==> config.mk <==
export PLATFORM = sky130hd
export DESIGN_NAME = seq_cycle_counter
export DESIGN_NICKNAME = d
export VERILOG_FILES = /design/src/rtl/seq_cycle_pkg.sv /design/src/rtl/seq_toggle_next.sv /design/src/rtl/seq_data_next.sv /design/src/rtl/seq_state_reg.sv /design/src/rtl/seq_cycle_counter.sv
export SDC_FILE = /design/constraint.sdc
export NUM_CORES = 1
export LEC_CHECK = 0
export ABC_CLOCK_PERIOD_IN_PS = 880
export BUFFER_PORTS_ARGS = -buffer_cell sky130_fd_sc_hd__buf_2
export CAP_MARGIN = 20
export CORE_AREA = 2 2 39 41
export DETAILED_ROUTE_END_ITERATION = 10
export DIE_AREA = 0 0 41 43
export GPL_TIMING_DRIVEN = 0
export PLACE_DENSITY = 0.32
export SLEW_MARGIN = 20
export SYNTH_ARGS = -nofsm -noshare
export SYNTH_HDL_FRONTEND = slang
export SYNTH_HIERARCHICAL = 1
export SYNTH_SLANG_ARGS = --single-unit
export TNS_END_PERCENT = 30
==> constraint.sdc <==
create_clock -name clk -period 0.88 [get_ports clk]
set_input_delay 0.088 -clock clk [delete_from_list [all_inputs] [get_ports clk]]
set_output_delay 0.088 -clock clk [all_outputs]
set_load 0.005 [all_outputs]
==> src/rtl/seq_cycle_pkg.sv <==
// Package: shared state type, ring codes and a legality test for the
// four-code cycling counter. Assumes a 3-bit state.
package seq_cycle_pkg;
    localparam int STATE_W = 3;
    typedef logic [STATE_W-1:0] code_t;

    localparam code_t RING_0 = 3'b000;
    localparam code_t RING_1 = 3'b011;
    localparam code_t RING_2 = 3'b101;
    localparam code_t RING_3 = 3'b010;

    // True when the code is one of the four ring members.
    function automatic logic on_ring(input code_t c);
        return (c == RING_0) || (c == RING_1) || (c == RING_2) || (c == RING_3);
    endfunction
endpackage

==> src/rtl/seq_toggle_next.sv <==
// Toggle-form next-state logic: builds a per-bit toggle mask from the
// current code and applies it. Assumes unused codes were don't-cares.
module seq_toggle_next
    import seq_cycle_pkg::*;
(
    input  code_t cur,
    output code_t nxt
);
    code_t flip;

    // Toggle mask: top bit follows bit 0, middle always, low bit on !bit1.
    always_comb begin
        flip[2] = cur[0];
        flip[1] = 1'b1;
        flip[0] = ~cur[1];
        nxt     = cur ^ flip;
    end
endmodule

==> src/rtl/seq_data_next.sv <==
// Data-form next-state logic: computes the next code directly from the
// current one. Assumes unused codes were don't-cares.
module seq_data_next
    import seq_cycle_pkg::*;
(
    input  code_t cur,
    output code_t nxt
);
    // Direct sum-of-products for each bit of the next code.
    always_comb begin
        nxt[2] = cur[1] & cur[0];
        nxt[1] = ~cur[1];
        nxt[0] = (~cur[2] & ~cur[1]) | (~cur[2] & cur[0]);
    end
endmodule

==> src/rtl/seq_state_reg.sv <==
// State register with synchronous active-low reset to a parameter code
// and a load enable. Assumes a single clock domain.
module seq_state_reg
    import seq_cycle_pkg::*;
#(
    parameter logic [STATE_W-1:0] INIT = '0
) (
    input  logic  clk,
    input  logic  rst_n,
    input  logic  load,
    input  code_t d,
    output code_t q
);
    // Capture the next code on enable; reset wins.
    always_ff @(posedge clk) begin
        if (!rst_n)
            q <= INIT;
        else if (load)
            q <= d;
    end
endmodule

==> src/rtl/seq_cycle_counter.sv <==
// Top: four-code cycling counter. USE_TOGGLE picks toggle-form (1) or
// data-form (0) next-state logic; RESET_CODE is the code loaded by reset.
// Assumes step_en is synchronous to clk.
module seq_cycle_counter
    import seq_cycle_pkg::*;
#(
    parameter bit                 USE_TOGGLE = 1'b0,
    parameter logic [STATE_W-1:0] RESET_CODE = 3'b000
) (
    input  logic               clk,
    input  logic               rst_n,
    input  logic               step_en,
    output logic [STATE_W-1:0] state_q,
    output logic               illegal
);
    code_t cur_code;
    code_t next_code;

    generate
        if (USE_TOGGLE) begin : g_toggle
            seq_toggle_next u_next (.cur(cur_code), .nxt(next_code));
        end else begin : g_data
            seq_data_next u_next (.cur(cur_code), .nxt(next_code));
        end
    endgenerate

    seq_state_reg #(.INIT(RESET_CODE)) u_reg (
        .clk   (clk),
        .rst_n (rst_n),
        .load  (step_en),
        .d     (next_code),
        .q     (cur_code)
    );

    // Drive outputs: state and the off-ring flag.
    always_comb begin
        state_q = cur_code;
        illegal = ~on_ring(cur_code);
    end
endmodule

==> run_results.csv, run 1 <==
group,metric,value,unit
outcome,status,"finished with violations",
outcome,violations,"setup timing",
layout,nets,30,
route,wl_per_cell,7.88,um
worst_setup_path,cp-end-kind,"output port",
timing,fin_tns_setup,-113,ps
power,p_sw_frac,0.232,
logic_synthesis,synth_top_area_cell,"dfxtp_1",
timing,maxSlewHeadroom,0.899,
route,wl,331,um
worst_setup_path,crit_buf_inv,1,
worst_setup_path,startpoint_type,"flop",
route,firstDrtPassIters,2,
logic_synthesis,synthXorXnorAreaFrac,0.105,
layout,layout-drive-gt1-share,0.615,
power,p_int,365,uW
placed_design,dpl-instance-area,205,sq um
power,clock_power_share,0.504,
placed_design,place_congestion,0.578,
logic_synthesis,synth_commonest_cells,"3 x dfxtp_1, 3 x mux2i_1, 3 x nor2b_1",
global_routing,grt_pass1_vias,142,
timing,final.setup.worst_slack,-113,ps
timing,fin_worst_skew,3.11,ps
timing,final_hold_viol_count,0,
die,fp.dieW,41,um
layout,area_growth,62.1,%
logic_synthesis,ys_warn_count,6,
route,first_iter_violations,2,
power,irDropWorstVdd,0.000466,V
logic_synthesis,yosysUniqueCellTypes,8,
placed_design,io_buffer_count,6,
logic_synthesis,synth_area_per_cell,10.3,sq um
global_routing,track_usage,0.0502,
layout,nFillCells,154,
timing,fin_crit,993,ps
worst_setup_path,cp_data_required_time,790,ps
route,vias,132,
logic_synthesis,synthAdderAreaFrac,0,
logic_synthesis,yosysSeqAreaShare,0.387,
layout,largest_reg_flops,3,
power,p_leak,0.000121,uW
clocking,clk_pin_slew,40,ps
layout,top_regs,"u_reg/q: 3 flops",
logic_synthesis,synth_top_family_by_area,"simple AND/OR/NAND/NOR gates",
clocking,cts-root-buf,"clkbuf_4",
logic_synthesis,syn_area,155,sq um
die,dieArea,1760,sq um
global_routing,gr-total-overflow,0,
layout,diodes,0,
worst_setup_path,crit_type,"flop to output port",
clocking,cts_tree,"yes",
clocking,cts_made_buffers,3,
power,power_frac_comb,0.166,
logic_synthesis,synth_top_area_share,0.387,
global_routing,grt_antenna_before_repair,0,
logic_synthesis,synth_edf_count,0,
layout,largest-register,"u_reg/q",
worst_setup_path,crit_family,"flip-flops",
logic_synthesis,yosys.area_share.simple,0.234,
route,viasPerCell,3.14,
timing,setup_viol,1,
die,die_h,43,um
clocking,insertion_delay,230,ps
power,p_per_area,1890,nW/um^2
global_routing,grt_max_degree,5,
timing,fmax,1010,MHz
clocking,clock_sinks,3,
timing,worstMarginPinSlew,147,ps
run,maxCapViolations,0,
logic_synthesis,synth-async-reset-ratio,0,
worst_setup_path,cp_max_fo,2,
worst_setup_path,slowest_delay,310,ps
die,start_util,0.112,
die,rows,14,
die,ios,7,
worst_setup_path,cp_data_arrival_time,910,ps
logic_synthesis,synth_cells,15,
logic_synthesis,synth_area_leaders,"dfxtp_1 39%, mux2i_1 19%, nor2b_1 12%",
worst_setup_path,crit_path_cell_trace,"nand2b_4, xnor2_2, buf_2",
logic_synthesis,synth_fp_nets,18,
route,drtAntennaViolNets,0,
power,total_power,475,uW
clocking,htreeDepth,1,
timing,grt_setup_unrepaired,"yes",
layout,final_area,251,sq um
worst_setup_path,critPathSlowestCell,"dfxtp_2",
logic_synthesis,synthMuxAreaShare,0.194,
power,seq_power_share,0.330,
hold_path,hold_path.class,"primary input to flop",
logic_synthesis,synth_compound_area_frac,0.0323,
timing,slew_violations,0,
route,drc,0,
timing,period_share,1.13,
logic_synthesis,synth_ff_type,"dfxtp_1",
clocking,cts.path.max_buffers,2,
die,coreArea,1380,sq um
clocking,hold_buffers,0,
global_routing,grt_pass1_wl,531,um
logic_synthesis,ys_ff_latch,3,
power,p_switching,110,uW
-- power groups by stage --
stage               registers (uW)  clock network (uW)  logic [uW]
floorplan                      160                   0        39.3
CTS                            158                 254        78.9
finish                         157                 240        78.8
detailed placement             161                   0        65.3
global placement               160                   0        63.3
global route                   159                 268        87.8
-- through the flow --
stage	hold WS (ps)	std cells	util	setup WS [ps]
2_1_floorplan	216	15	-	68.6
3_3_place_gp	320	37	0.148	47.7
3_5_place_dp	326	37	0.148	1.65
4_1_cts	82.6	42	0.180	-129
5_1_grt	101	42	0.182	-152
6_report	87.1	42	0.182	-113
-- cell type report --
class | instances | area [sq um] | area share
inverters | 2 | 7.51 | 0.0299
well taps | 16 | 20.0 | 0.0796
clock buffers | 4 | 26.3 | 0.104
flip-flops and latches | 3 | 66.3 | 0.264
multi-input cells | 10 | 87.6 | 0.348
repair buffers | 7 | 43.8 | 0.174
-- per-layer routing --
metal | up-vias | track usage | wire length (um)
li1 | 68 | - | -
met1 | 57 | 0.0482 | 147
met2 | 7 | 0.0625 | 136
met3 | 0 | 0.0314 | 48
met4 | 0 | 0.0600 | 0
met5 | - | 0 | 0
-- layout by cell type, fill, tap and decap left out --
master    count
nor2b_1       3
clkbuf_4      3
xnor2_2       1
mux2i_1       3
nand2b_4      1
nor2_1        1
dfxtp_4       1
a21oi_1       1
dfxtp_2       2
buf_6         1
buf_2         5
clkbuf_1      1
inv_1         1
inv_2         1
buf_4         1
-- cell families after synthesis --
logic type | count (synthesis)
compound gates | 1
xor+xnor | 1
buf+inv | 2
flops | 3
mux | 3
simple gates | 5
-- worst paths after layout --
check | startpoint | to | depth (start not counted) | slack (ps)
setup / recovery | u_reg/q[1] | illegal | 3 | -110
hold / removal | rst_n | u_reg/q[2] | 2 | 90
setup reg to reg | u_reg/q[1] | u_reg/q[2] | 5 | 40
hold reg to reg | u_reg/q[0] | u_reg/q[0] | 2 | 580
-- timing repair --
item                                    CTS  global route
gates resized for setup                   4             2
endpoints found under the setup margin    4             4
setup buffers                             1             0
endpoints found under the hold margin     0             0
(Power assumes the default switching activity.)
==> inputs of run 2 (changes only) <==
BUFFER_PORTS_ARGS = default   (was -buffer_cell sky130_fd_sc_hd__buf_2)
DONT_BUFFER_PORTS = 1   (was default)
PLACE_DENSITY = 0.3   (was 0.32)
==> run 2 against run 1 <==
Effect of this change:
- the flow still finishes with violations (setup timing)
- power fell by 6.4%
- critical path depth is 1 lower
- sequential share of layout area grew 3.7 points
- first-iteration DRC count is 50% lower
- non-clock buffer count down 6
- maximum frequency increased by 7.3%
- largest cell class unchanged
- highest routed layer is now met4
==> run_results.csv, run 2 (same netlist as run 1, synthesis figures left out) <==
group,metric,value,unit
outcome,violations,"setup timing",
worst_setup_path,cp_max_fo,5,
layout,fin_cells,36,
clocking,cts.path.max_buffers,2,
outcome,status,"finished with violations",
layout,largest_reg_flops,3,
route,firstDrtPassIters,2,
die,ios,7,
route,wl,300,um
timing,period_share,1.05,
worst_setup_path,cp_data_arrival_time,840,ps
die,fp.dieW,41,um
clocking,htreeDepth,1,
die,dieArea,1760,sq um
run,maxCapViolations,0,
timing,final_hold_viol_count,0,
worst_setup_path,cp-end-kind,"output port",
route,viasPerCell,3.25,
route,drtAntennaViolNets,0,
placed_design,dp_slack,-38.6,ps
route,drc,0,
global_routing,gr-total-overflow,0,
placed_design,place_congestion,0.476,
worst_setup_path,crit_type,"flop to output port",
power,irDropWorstVdd,0.000271,V
clocking,clock_sinks,3,
global_routing,grt_pass1_wl,503,um
hold_path,hold_path.class,"primary input to flop",
global_routing,grt_pass1_vias,156,
route,vias,117,
layout,area_growth,39.5,%
layout,top_regs,"u_reg/q: 3 flops",
worst_setup_path,cp_data_required_time,790,ps
route,first_iter_violations,1,
layout,register_area,65.1,sq um
die,coreArea,1380,sq um
timing,final.setup.worst_slack,-45.9,ps
clocking,cts_made_buffers,3,
worst_setup_path,crit_buf_inv,0,
clocking,cts-root-buf,"clkbuf_4",
timing,maxSlewHeadroom,0.856,
timing,worstMarginPinSlew,216,ps
timing,whs,47.7,ps
die,rows,14,
timing,fin_tns_setup,-45.9,ps
worst_setup_path,slowest_delay,330,ps
placed_design,io_buffer_count,0,
clocking,insertion_delay,230,ps
worst_setup_path,critPathSlowestCell,"dfxtp_2",
worst_setup_path,r2r_slack,70,ps
timing,fin_crit,926,ps
global_routing,track_usage,0.0503,
global_routing,grt_max_degree,6,
clocking,clk_pin_slew,40,ps
layout,fin_util,0.156,
route,wl_per_cell,8.33,um
layout,layout-drive-gt1-share,0.350,
worst_setup_path,startpoint_type,"flop",
die,start_util,0.112,
layout,nets,24,
layout,diodes,0,
timing,fmax,1080,MHz
die,die_h,43,um
power,p_per_area,2060,nW/um^2
power,p_leak,0.0000908,uW
timing,setup_viol,1,
layout,nFillCells,157,
timing,slew_violations,0,
worst_setup_path,crit_path_cell_trace,"nand2b_4, xnor2_2",
timing,fin_worst_skew,0.831,ps
clocking,cts_tree,"yes",
layout,multi_input_area,87.6,sq um
worst_setup_path,crit_family,"flip-flops",
placed_design,placedCellCount,31,
global_routing,grt_antenna_before_repair,0,
layout,largest-register,"u_reg/q",
timing,grt_setup_unrepaired,"yes",
layout,layout_common_cells,"3 x clkbuf_4, 3 x mux2i_1, 3 x nor2b_1, 2 x inv_1",
-- run 2: per-layer routing --
layer,vias up,global-route usage,part of all wire
li1,56,-,-
met1,51,0.0259,0.27
met2,8,0.0719,0.49
met3,2,0.0366,0.22
met4,0,0.0800,0.020
met5,-,0,0
-- run 2: layout make-up --
| type | count | area share |
|---|---|---|
| Multi-Input combinational cell | 10 | 0.405 |
| Clock buffer | 4 | 0.121 |
| Sequential cell | 3 | 0.301 |
| Timing Repair Buffer | 1 | 0.0462 |
| Tap cell | 16 | 0.0925 |
| Inverter | 2 | 0.0347 |
-- run 2: report_power, final --
| group | leakage [uW] | total, uW | internal (uW) | switching (uW) |
|---|---|---|---|---|
| Clock | 0.0000150 | 236 | 170 | 66.2 |
| Sequential | 0.0000256 | 162 | 147 | 14.8 |
| Combinational | 0.0000502 | 47.0 | 29.8 | 17.1 |
-- run 2: per-stage QoR --
stage,total power (uW),instance area [sq um]
finish,445,216
global placement,206,175
floorplan,199,155
CTS,466,214
detailed placement,207,175
global route,472,216
-- run 2: worst paths after layout --
check / startpoint / to / cells past startpoint
setup / recovery: u_reg/q[1] / illegal / 2
hold / removal: step_en / u_reg/q[0] / 2
setup reg to reg: u_reg/q[2] / u_reg/q[0] / 3
hold reg to reg: u_reg/q[0] / u_reg/q[0] / 2
-- run 2: worst reg2reg max path, delay by kind of cell, from the launching register on --
family / cells / cell delay [ps]
AOI/OAI and AO/OA: 1 / 70
and+or+nand+nor: 1 / 60
muxes: 1 / 150
DFF: 1 / 420
-- run 2: timing repair --
action                     CTS  global route
gates resized for setup      2             1
hold endpoints to repair     3             0
hold buffers                 1             0
setup endpoints to repair    3             3
setup buffers                0             0
==> inputs of run 3 (changes only) <==
SETUP_SLACK_MARGIN = 0.02   (was default)
==> run 3 against run 2 <==
Effect of this change:
- the flow still finishes with violations (setup timing)
- global-route usage unchanged
- clock power is essentially flat
- sequential power is essentially flat
- worst setup slack worse by 0.71 ps
- hold slack better by 0.50 ps
- clock skew unchanged
- critical path type unchanged
- largest cell class unchanged
==> run_results.csv, run 3 (same netlist as run 1, synthesis figures left out) <==
group,metric,value,unit
outcome,status,"finished with violations",
outcome,violations,"setup timing",
timing,period_share,1.05,
route,firstDrtPassIters,2,
die,ios,7,
route,vias,117,
placed_design,placedCellCount,31,
global_routing,grt_antenna_before_repair,0,
layout,layout-drive-gt1-share,0.350,
layout,area_growth,39.5,%
clocking,cts.path.max_buffers,2,
route,drtAntennaViolNets,0,
timing,worstMarginPinSlew,217,ps
layout,nets,24,
timing,maxSlewHeadroom,0.855,
layout,final_area,216,sq um
timing,fin_crit,927,ps
timing,fin_tns_setup,-46.6,ps
layout,fin_cells,36,
worst_setup_path,startpoint_type,"flop",
route,first_iter_violations,1,
placed_design,place_congestion,0.476,
layout,top_regs,"u_reg/q: 3 flops",
die,coreArea,1380,sq um
global_routing,grt_pass1_wl,503,um
layout,layout_common_cells,"3 x clkbuf_4, 3 x mux2i_1, 3 x nor2b_1, 2 x inv_1",
global_routing,gr-total-overflow,0,
layout,largest_reg_flops,3,
die,rows,14,
timing,slew_violations,0,
global_routing,track_usage,0.0503,
hold_path,hold_path.class,"primary input to flop",
die,start_util,0.112,
global_routing,grt_pass1_vias,156,
route,wl_per_cell,8.39,um
clocking,clk_pin_slew,40,ps
worst_setup_path,cp_data_required_time,790,ps
die,die_h,43,um
clocking,cts_made_buffers,3,
worst_setup_path,cp-end-kind,"output port",
timing,fmax,1080,MHz
clocking,insertion_delay,230,ps
clocking,clock_sinks,3,
route,drc,0,
power,p_per_area,2060,nW/um^2
worst_setup_path,critPathSlowestCell,"dfxtp_2",
worst_setup_path,crit_path_cell_trace,"nand2b_4, xnor2_2",
layout,largest-register,"u_reg/q",
worst_setup_path,slowest_delay,340,ps
die,dieArea,1760,sq um
timing,grt_setup_unrepaired,"yes",
worst_setup_path,cp_data_arrival_time,840,ps
timing,final_hold_viol_count,0,
clocking,cts_tree,"yes",
timing,final.setup.worst_slack,-46.6,ps
worst_setup_path,crit_type,"flop to output port",
global_routing,grt_max_degree,6,
placed_design,io_buffer_count,0,
clocking,cts-root-buf,"clkbuf_4",
placed_design,dp_slack,-38.6,ps
die,fp.dieW,41,um
run,maxCapViolations,0,
power,irDropWorstVdd,0.000271,V
timing,fin_worst_skew,0.831,ps
timing,setup_viol,1,
worst_setup_path,cp_max_fo,5,
clocking,htreeDepth,1,
power,p_leak,0.0000907,uW
route,wl,302,um
placed_design,dpl-instance-area,175,sq um
layout,diodes,0,
route,viasPerCell,3.25,
## run 3: cell counts in the layout (fill, tap and decap cells not counted)
No cell type changed its count.
## run 3: power by group
group,switching [uW],internal (uW),total (uW),leakage (uW)
combinational,17.2,29.8,47.1,0.0000502
sequential,15.0,147,162,0.0000256
clock,66.2,170,236,0.0000150
total,98.4,347,445,0.0000907
## run 3: stage by stage
step | power [uW] | hold slack, ps | utilization
finish | 445 | 48.2 | 0.156
floorplan | 199 | 216 | -
CTS | 466 | 41.1 | 0.155
detailed placement | 207 | 222 | 0.127
global route | 472 | 70.3 | 0.156
global placement | 206 | 219 | 0.127
## run 3: final timing paths
check                                start          to  slack [ps]  cells after the start
worst min-delay path               step_en  u_reg/q[0]          50                      2
worst max register to register  u_reg/q[2]  u_reg/q[0]          70                      3
worst min register to register  u_reg/q[0]  u_reg/q[0]         580                      2
worst max-delay path            u_reg/q[1]     illegal         -50                      2
## run 3: what timing repair did
action | 4_1_cts | 5_1_grt
gates resized for setup | 2 | 1
endpoints found under the hold margin | 3 | 0
pin swaps | 0 | 1
setup buffers | 0 | 0
setup endpoints to repair | 3 | 3
hold buffers | 1 | 0
## run 3: critical path, delay by kind of cell, from the launching register on
family	cells	cell delay (ps)
xor+xnor	1	130
flops	1	340
simple gates	1	150
## run 3: layout make-up
class / count / area, sq um
flip-flops and latches: 3 / 65.1
clock buffers: 4 / 26.3
fillers: 157 / 1170
well taps: 16 / 20.0
inverters: 2 / 7.51
multi-input cells: 10 / 87.6
repair buffers: 1 / 10.0
## run 3: routing by layer
| metal | vias to the layer above | wire length (um) | GRT usage | part of all wire |
|---|---|---|---|---|
| li1 | 56 | - | - | - |
| met1 | 51 | 84 | 0.0259 | 0.28 |
| met2 | 8 | 146 | 0.0719 | 0.48 |
| met3 | 2 | 65 | 0.0366 | 0.22 |
| met4 | 0 | 6 | 0.0800 | 0.020 |
| met5 | - | 0 | 0 | 0 |
